$ cat src/rtl/pwm_clk_pkg.sv
package pwm_clk_pkg;

  typedef enum logic {GRP_A = 1'b0, GRP_B = 1'b1} clk_group_e;

  // Group of a channel: index bit 1 picks B.
  function automatic clk_group_e ch_group(input int unsigned ch);
    return ((ch >> 1) & 1) != 0 ? GRP_B : GRP_A;
  endfunction

  // Input pulses between two scaled pulses; zero means full scale.
  function automatic int unsigned scaled_span(input int unsigned scale,
                                              input int unsigned width);
    int unsigned eff;
    eff = (scale == 0) ? (1 << width) : scale;
    return 2 * eff;
  endfunction

endpackage

$ cat src/rtl/pwm_scale_div.sv
module pwm_scale_div #(
  parameter int unsigned W = 8
) (
  input  logic         clk,
  input  logic         rst_n,
  input  logic         tick_i,
  input  logic         wr_i,
  input  logic [W-1:0] wdata_i,
  output logic         scaled_o,
  output logic         hit_o,
  output logic [W-1:0] cnt_o,
  output logic [W-1:0] scale_o
);
  localparam logic [W-1:0] ONE = W'(1);

  logic [W-1:0] scale_q;
  logic [W-1:0] cnt_q;
  logic         half_q;

  // terminal pulse: input pulse meeting a count of one, no write pending
  assign hit_o    = tick_i && !wr_i && (cnt_q == ONE);
  assign scaled_o = hit_o && half_q;
  assign cnt_o    = cnt_q;
  assign scale_o  = scale_q;

  always_ff @(posedge clk) begin
    if (!rst_n) begin
      scale_q <= '0;
      cnt_q   <= '0;
      half_q  <= 1'b0;
    end else if (wr_i) begin
      scale_q <= wdata_i;
      cnt_q   <= wdata_i;
      half_q  <= 1'b0;
    end else if (hit_o) begin
      cnt_q   <= scale_q;
      half_q  <= ~half_q;
    end else if (tick_i) begin
      cnt_q   <= cnt_q - ONE;
    end
  end
endmodule

$ cat src/rtl/pwm_ch_mux.sv
module pwm_ch_mux
  import pwm_clk_pkg::*;
#(
  parameter clk_group_e GROUP = GRP_A
) (
  input  logic pri_i,
  input  logic sec_i,
  input  logic a_i,
  input  logic sa_i,
  input  logic b_i,
  input  logic sb_i,
  output logic en_o
);
  logic own_raw;
  logic own_scaled;
  logic take_scaled;

  always_comb begin
    own_raw     = (GROUP == GRP_B) ? b_i  : a_i;
    own_scaled  = (GROUP == GRP_B) ? sb_i : sa_i;
    take_scaled = pri_i && (sec_i == logic'(GROUP));
    en_o        = take_scaled ? own_scaled : own_raw;
  end
endmodule

$ cat src/rtl/pwm_clkscale_top.sv
module pwm_clkscale_top
  import pwm_clk_pkg::*;
#(
  parameter int unsigned NUM_CH  = 8,
  parameter int unsigned SCALE_W = 8
) (
  input  logic               clk,
  input  logic               rst_n,
  input  logic               clk_a_en,
  input  logic               clk_b_en,
  input  logic               scl_a_wr,
  input  logic               scl_b_wr,
  input  logic [SCALE_W-1:0] scl_wdata,
  input  logic [NUM_CH-1:0]  sel_pri,
  input  logic [NUM_CH-1:0]  sel_sec,
  output logic [NUM_CH-1:0]  ch_clk_en,
  output logic               clk_sa_en,
  output logic               clk_sb_en
);
  localparam int unsigned NPATH = 2;

  logic               tick   [NPATH];
  logic               wr     [NPATH];
  logic               scaled [NPATH];
  logic               hit    [NPATH];
  logic [SCALE_W-1:0] cnt    [NPATH];
  logic [SCALE_W-1:0] scale  [NPATH];

  assign tick[0] = clk_a_en;
  assign tick[1] = clk_b_en;
  assign wr[0]   = scl_a_wr;
  assign wr[1]   = scl_b_wr;

  for (genvar p = 0; p < NPATH; p++) begin : g_path
    pwm_scale_div #(.W(SCALE_W)) div_i (
      .clk      (clk),
      .rst_n    (rst_n),
      .tick_i   (tick[p]),
      .wr_i     (wr[p]),
      .wdata_i  (scl_wdata),
      .scaled_o (scaled[p]),
      .hit_o    (hit[p]),
      .cnt_o    (cnt[p]),
      .scale_o  (scale[p])
    );
  end

  assign clk_sa_en = scaled[0];
  assign clk_sb_en = scaled[1];

  // internal events named for the checker
  logic               a_hit, b_hit;
  logic [SCALE_W-1:0] a_cnt, b_cnt, a_scale, b_scale;
  assign a_hit   = hit[0];
  assign b_hit   = hit[1];
  assign a_cnt   = cnt[0];
  assign b_cnt   = cnt[1];
  assign a_scale = scale[0];
  assign b_scale = scale[1];

  for (genvar c = 0; c < NUM_CH; c++) begin : g_ch
    pwm_ch_mux #(.GROUP(ch_group(c))) mux_i (
      .pri_i (sel_pri[c]),
      .sec_i (sel_sec[c]),
      .a_i   (clk_a_en),
      .sa_i  (scaled[0]),
      .b_i   (clk_b_en),
      .sb_i  (scaled[1]),
      .en_o  (ch_clk_en[c])
    );
  end
endmodule

$ cat config.mk
export PLATFORM = sky130hd
export DESIGN_NAME = pwm_clkscale_top
export DESIGN_NICKNAME = d
export VERILOG_FILES = /design/src/rtl/pwm_clk_pkg.sv /design/src/rtl/pwm_scale_div.sv /design/src/rtl/pwm_ch_mux.sv /design/src/rtl/pwm_clkscale_top.sv
export SDC_FILE = /design/constraint.sdc
export NUM_CORES = 1
export LEC_CHECK = 0
export BUFFER_PORTS_ARGS = -buffer_cell sky130_fd_sc_hd__buf_2
export CAP_MARGIN = 40
export CORE_ASPECT_RATIO = 0.6
export CORE_MARGIN = 5
export CORE_UTILIZATION = 45
export DETAILED_ROUTE_END_ITERATION = 6
export PLACE_DENSITY = 0.78
export SYNTH_ARGS = -nofsm -noshare
export SYNTH_HDL_FRONTEND = slang
export SYNTH_SLANG_ARGS = --single-unit
$ cat constraint.sdc
create_clock -name clk -period 2.1 [get_ports clk]
set_clock_uncertainty 0.15 [all_clocks]
set_input_delay 0.21 -clock clk [delete_from_list [all_inputs] [get_ports clk]]
set_output_delay 0.21 -clock clk [all_outputs]
set_load 0.05 [all_outputs]
After elaboration in Yosys (flattened, before gate mapping)
Index checks and enable logic that the tools add are counted.

Word-level logic and storage cells: 51. Input port bits: 30. Memories: 0. Latch bits: 0. Bits in writable memories: 0. Bits in read-only memories: 0. Register bits after elaboration: 34. Output and inout port bits: 10.

Muxes and demuxes: 14. $mul: 0. Add/subtract/negate cells: 2. Eq/ne operators: 2. Shifts and indexed selects: 0. Reductions and logical operators: 20. Divide/modulo/power cells: 0. Magnitude comparators: 0. Bitwise operators: 7.

Operators with widths (number): $mux W8 (6); $eq A8 B1 Y1 const B (2); $sub A8 B1 Y8 const B (2); $logic_and A1 B1 Y1 (14); $mux W1 (8); $not A1 Y1 (7); $reduce_bool A3 Y1 (2); $reduce_or A2 Y1 (2); $logic_not A1 Y1 (2).

Longest topological paths before layout
Depth after elaboration: 5. Gate-level depth with buffers: 7. Depth with buffers taken out: 6.

Hierarchy
Synthesis repeated with hierarchy kept, for this count alone.

Cell total of the unflattened synthesis: 222. Area total of the unflattened synthesis: 2094.5 um2.

By module, submodules not included: pwm_scale_div (seq. area each 340.3 um2, area each 967.2 um2, instances 2, cells an instance 103); pwm_ch_mux at g_ch[0].mux_i ... (seq. area each 0.0 um2, area each 21.3 um2, instances 4, cells an instance 2); pwm_ch_mux at g_ch[2].mux_i ... (seq. area each 0.0 um2, area each 18.8 um2, instances 4, cells an instance 2).

Worst setup path after synthesis
OpenSTA, ideal clock, no wires.

Path kind: flip-flop to output port. From: reg g_path[0].div_i.cnt_q[0]. To: out ch_clk_en[0]. Path buffers: 1. Slack: 0.046 ns. Data arrival time: 1.694 ns. Required time: 1.740 ns. Stages on the path, launching flop included: 7. Path through: dfxtp_1 > ha_1 > nor3b_2 > and2_1 > nand3_1 > a31oi_1 > buf_4.

Cells in the longest elaborated chain, start to end: 4.

Ends and longest elaborated chain: from (decl) (RTL line pwm_scale_div.sv:17) `logic [W-1:0] cnt_q;`; from (signal assigned) (RTL line pwm_scale_div.sv:33) `cnt_q <= wdata_i;`; from (signal assigned) (RTL line pwm_scale_div.sv:36) `cnt_q <= scale_q;`; from (signal assigned) (RTL line pwm_scale_div.sv:39) `cnt_q <= cnt_q - ONE;`; $eq A8 B1 Y1 (RTL line pwm_scale_div.sv:21) `assign hit_o = tick_i && !wr_i && (cnt_q == ONE);`; $logic_and A1 B1 Y1 (RTL line pwm_scale_div.sv:21); $logic_and A1 B1 Y1 (RTL line pwm_scale_div.sv:22) `assign scaled_o = hit_o && half_q;`; $mux W1 (RTL line pwm_ch_mux.sv:22) `en_o = take_scaled ? own_scaled : own_raw;`; to (decl) (RTL line pwm_clkscale_top.sv:16) `output logic [NUM_CH-1:0] ch_clk_en,`.

Every way passes these cells.

Final worst setup path
From: reg g_path[0].div_i.cnt_q[1]. To: out ch_clk_en[0].

The elaborated chain is that of the path after synthesis.

==> insert_results.sql <==
INSERT INTO impl_metrics (metric_group, metric, value, unit) VALUES
('final_layout', 'final_cells', '349', ''),
('clock_network', 'cts_tree', 'built', ''),
('die', 'die-height', '62.2', 'µm'),
('yosys', 'synth_top_flop_cell', 'dfxtp_1', ''),
('worst_setup_path', 'worst-endpoint-arrival', '1680', 'ps'),
('routing', 'antenna_left', '0', ''),
('yosys', 'synth-xor-area-share', '3.43', '%'),
('worst_setup_path', 'reg2reg_setup_slack', '190', 'ps'),
('yosys', 'synthAdderAreaFrac', '2.45', '%'),
('hold_path', 'timing.hold.worst.class', 'in2reg', ''),
('yosys', 'synth_common_cells', 'dfxtp_1, nand2_1, o21ai_0, mux2i_1, nor2b_1', ''),
('routing', 'met2_length', '2300', 'µm'),
('die', 'floorplan.io_pins', '40', ''),
('yosys', 'synth_top_family_by_area', 'compound AO/OA/AOI/OAI gates', ''),
('placement', 'dp.cells', '339', ''),
('timing', 'finalHoldViolCount', '0', ''),
('placement', 'port_buffers', '39', ''),
('clock_network', 'clk_root_buffer_cell', 'clkbuf_8', ''),
('routing', 'metal_1_wl', '2760', 'µm'),
('grt', 'grt_start_max_net_pins', '29', ''),
('yosys', 'syn-mean-instance-area', '8.47', 'µm²'),
('yosys', 'netlist_area', '0.00204', 'mm²'),
('die', 'start_util', '45.7', '%'),
('routing', 'detail_route.vias_per_cell', '5.52', ''),
('yosys', 'post_synth_num_cell_types', '43', ''),
('routing', 'via_count', '1925', ''),
('yosys', 'synth-compound-area-share', '22.1', '%'),
('clock_network', 'number_of_clock_sinks', '34', ''),
('yosys', 'mux_share_of_post_synthesis_cell_area', '9.32', '%'),
('outcome', 'status', 'complete, no violations', ''),
('final_layout', 'total_inserted_antenna_cells', '0', ''),
('final_layout', 'drive_above_1_share', '31.1', '%'),
('clock_network', 'depth_of_the_cts_h_tree', '2', ''),
('final_layout', 'area_delta_synth_final', '25.8', '%'),
('die', 'core_region_area', '0.00447', 'mm²'),
('worst_setup_path', 'setup.worst_path.class', 'reg2out', ''),
('yosys', 'synth_seq_cells', '34', ''),
('worst_setup_path', 'timing.critical_path.fanout_max', '4', ''),
('grt', 'antenna_found_initial', '0', ''),
('timing', 'setup_ws', '55.8', 'ps'),
('clock_network', 'clk_path_buf_depth', '2', ''),
('clock_network', 'postCtsHoldBufs', '0', ''),
('routing', 'finalWirelength', '5540', 'µm'),
('timing', 'worst_hold_slack', '89.7', 'ps'),
('power_and_ir_drop', 'power', '0.00172', 'W'),
('job', 'maxCapViolations', '0', ''),
('placement', 'routabilityCongestion', '0.919', ''),
('grt', 'first_global_vias', '1764', ''),
('timing', 'finalMaxSlewViolations', '0', ''),
('timing', 'max_clock_freq', '489', 'MHz'),
('timing', 'grt_setup_unrepaired', 'true', ''),
('die', 'dieArea', '0.00603', 'mm²'),
('power_and_ir_drop', 'total_power_density_per_cell_area', '670', 'mW/mm²'),
('yosys', 'cell_taking_the_most_area_after_synthesis', 'dfxtp_1', ''),
('yosys', 'synth_warnings', '0', ''),
('clock_network', 'cts.clk_slew.worst_paths', '70', 'ps'),
('yosys', 'postSynth.asyncResetShare', '0', '%'),
('timing', 'setup-violations-final', '0', ''),
('yosys', 'yosysSeqAreaShare', '33.4', '%'),
('timing', 'min_period_over_period', '97.3', '%'),
('worst_setup_path', 'critical_path.endpoint_type', 'output port', ''),
('worst_setup_path', 'worstSetupStartpointType', 'flop', ''),
('yosys', 'syn-instance-count', '241', ''),
('final_layout', 'nNetsFinal', '319', ''),
('routing', 'detailroute.wirelength.met3', '423', 'µm'),
('clock_network', 'cts_made_buffers', '5', ''),
('power_and_ir_drop', 'vdd.ir_drop.worst', '0.000371', 'V'),
('routing', 'wl_per_cell', '15.9', 'µm'),
('final_layout', 'finalCoreUtilization', '57.4', '%'),
('routing', 'detailedRoute.firstPassIterationCount', '4', ''),
('yosys', 'post_synth_net_total', '275', '');
layout make-up:
cell class,instances,area [µm²]
clock buffers,7,86.3
clock inverters,1,5.00
fillers,432,1900
inverters,12,45.0
multi-input cells,177,1300
flip-flops and latches,34,691
well taps,63,78.8
repair buffers,55,360
worst max-delay path: stages (launching register included):
cell     delay [ps]
dfxtp_2         330
inv_2            80
ha_4            130
nor3b_4         180
and2_4          180
nand3_4         110
a31oi_1         160
buf_4           220
cell families (layout without fill, tap and decap cells):
group                    Yosys count  count (layout)
AND/OR/NAND/NOR                   79              79
AO/OA/AOI/OAI                     67              67
flip-flops                        34              34
buffers and inverters             30              75
multiplexers                      19              19
XOR/XNOR                           8               8
adder cells (fa/ha/maj)            4               4
sequential cells by signal, summed over array words and instances, names as in the netlist:
name,flops
g_path.div_i.cnt_o,16
g_path.div_i.half_q,2
g_path.div_i.scale_o,16
routing by layer:
metal / vias to the layer above / track usage, %
met2: 65 / 23.2
li1: 955 / -
met3: 6 / 5.26
met1: 899 / 27.7
met4: 0 / 4.20
met5: - / 0
cells in the final DEF (no fill, tap or decap), types with 6 or more instances in the layout:
| cell type | instances |
|---|---|
| dfxtp_1 | 28 |
| clkbuf_8 | 6 |
| buf_6 | 6 |
| buf_2 | 30 |
| a21oi_1 | 8 |
| inv_1 | 10 |
| nor2_1 | 7 |
| nor2b_1 | 17 |
| nand2_1 | 27 |
| o21ai_0 | 17 |
| a22o_1 | 13 |
| buf_4 | 19 |
| mux2i_1 | 19 |
stage by stage:
stage | setup TNS (ps) | instance area (µm²)
6_report | 0 | 2570
5_1_grt | -88.3 | 2570
4_1_cts | 0 | 2460
3_5_place_dp | 0 | 2310
3_3_place_gp | 0 | 2310
2_1_floorplan | 0 | 2040
power breakdown:
part | internal (W) | switching (W) | leakage (nW)
clock network | 0.000264 | 0.000235 | 0.0482
logic | 0.000220 | 0.000250 | 0.806
registers | 0.000694 | 0.0000558 | 0.283
what timing repair did:
action,4_1_cts,5_1_grt
endpoints found under the hold margin,0,0
setup endpoints to repair,9,10
resized for setup,18,27
pin swaps,3,11
setup buffers,0,2
worst paths after layout:
| check | start | to | cells after the start |
|---|---|---|---|
| hold / removal | scl_wdata[6] | g_path[0].div_i.scale_o[6]$_SDFFE_PN0P_ | 3 |
| setup reg to reg | g_path[1].div_i.cnt_o[2]$_SDFFE_PN0P_ | g_path[1].div_i.cnt_o[7]$_SDFFE_PN0P_ | 5 |
| hold reg to reg | g_path[0].div_i.scale_o[6]$_SDFFE_PN0P_ | g_path[0].div_i.scale_o[6]$_SDFFE_PN0P_ | 2 |
| setup / recovery | g_path[0].div_i.cnt_o[1]$_SDFFE_PN0P_ | ch_clk_en[0] | 7 |
(Power assumes the default switching activity.)
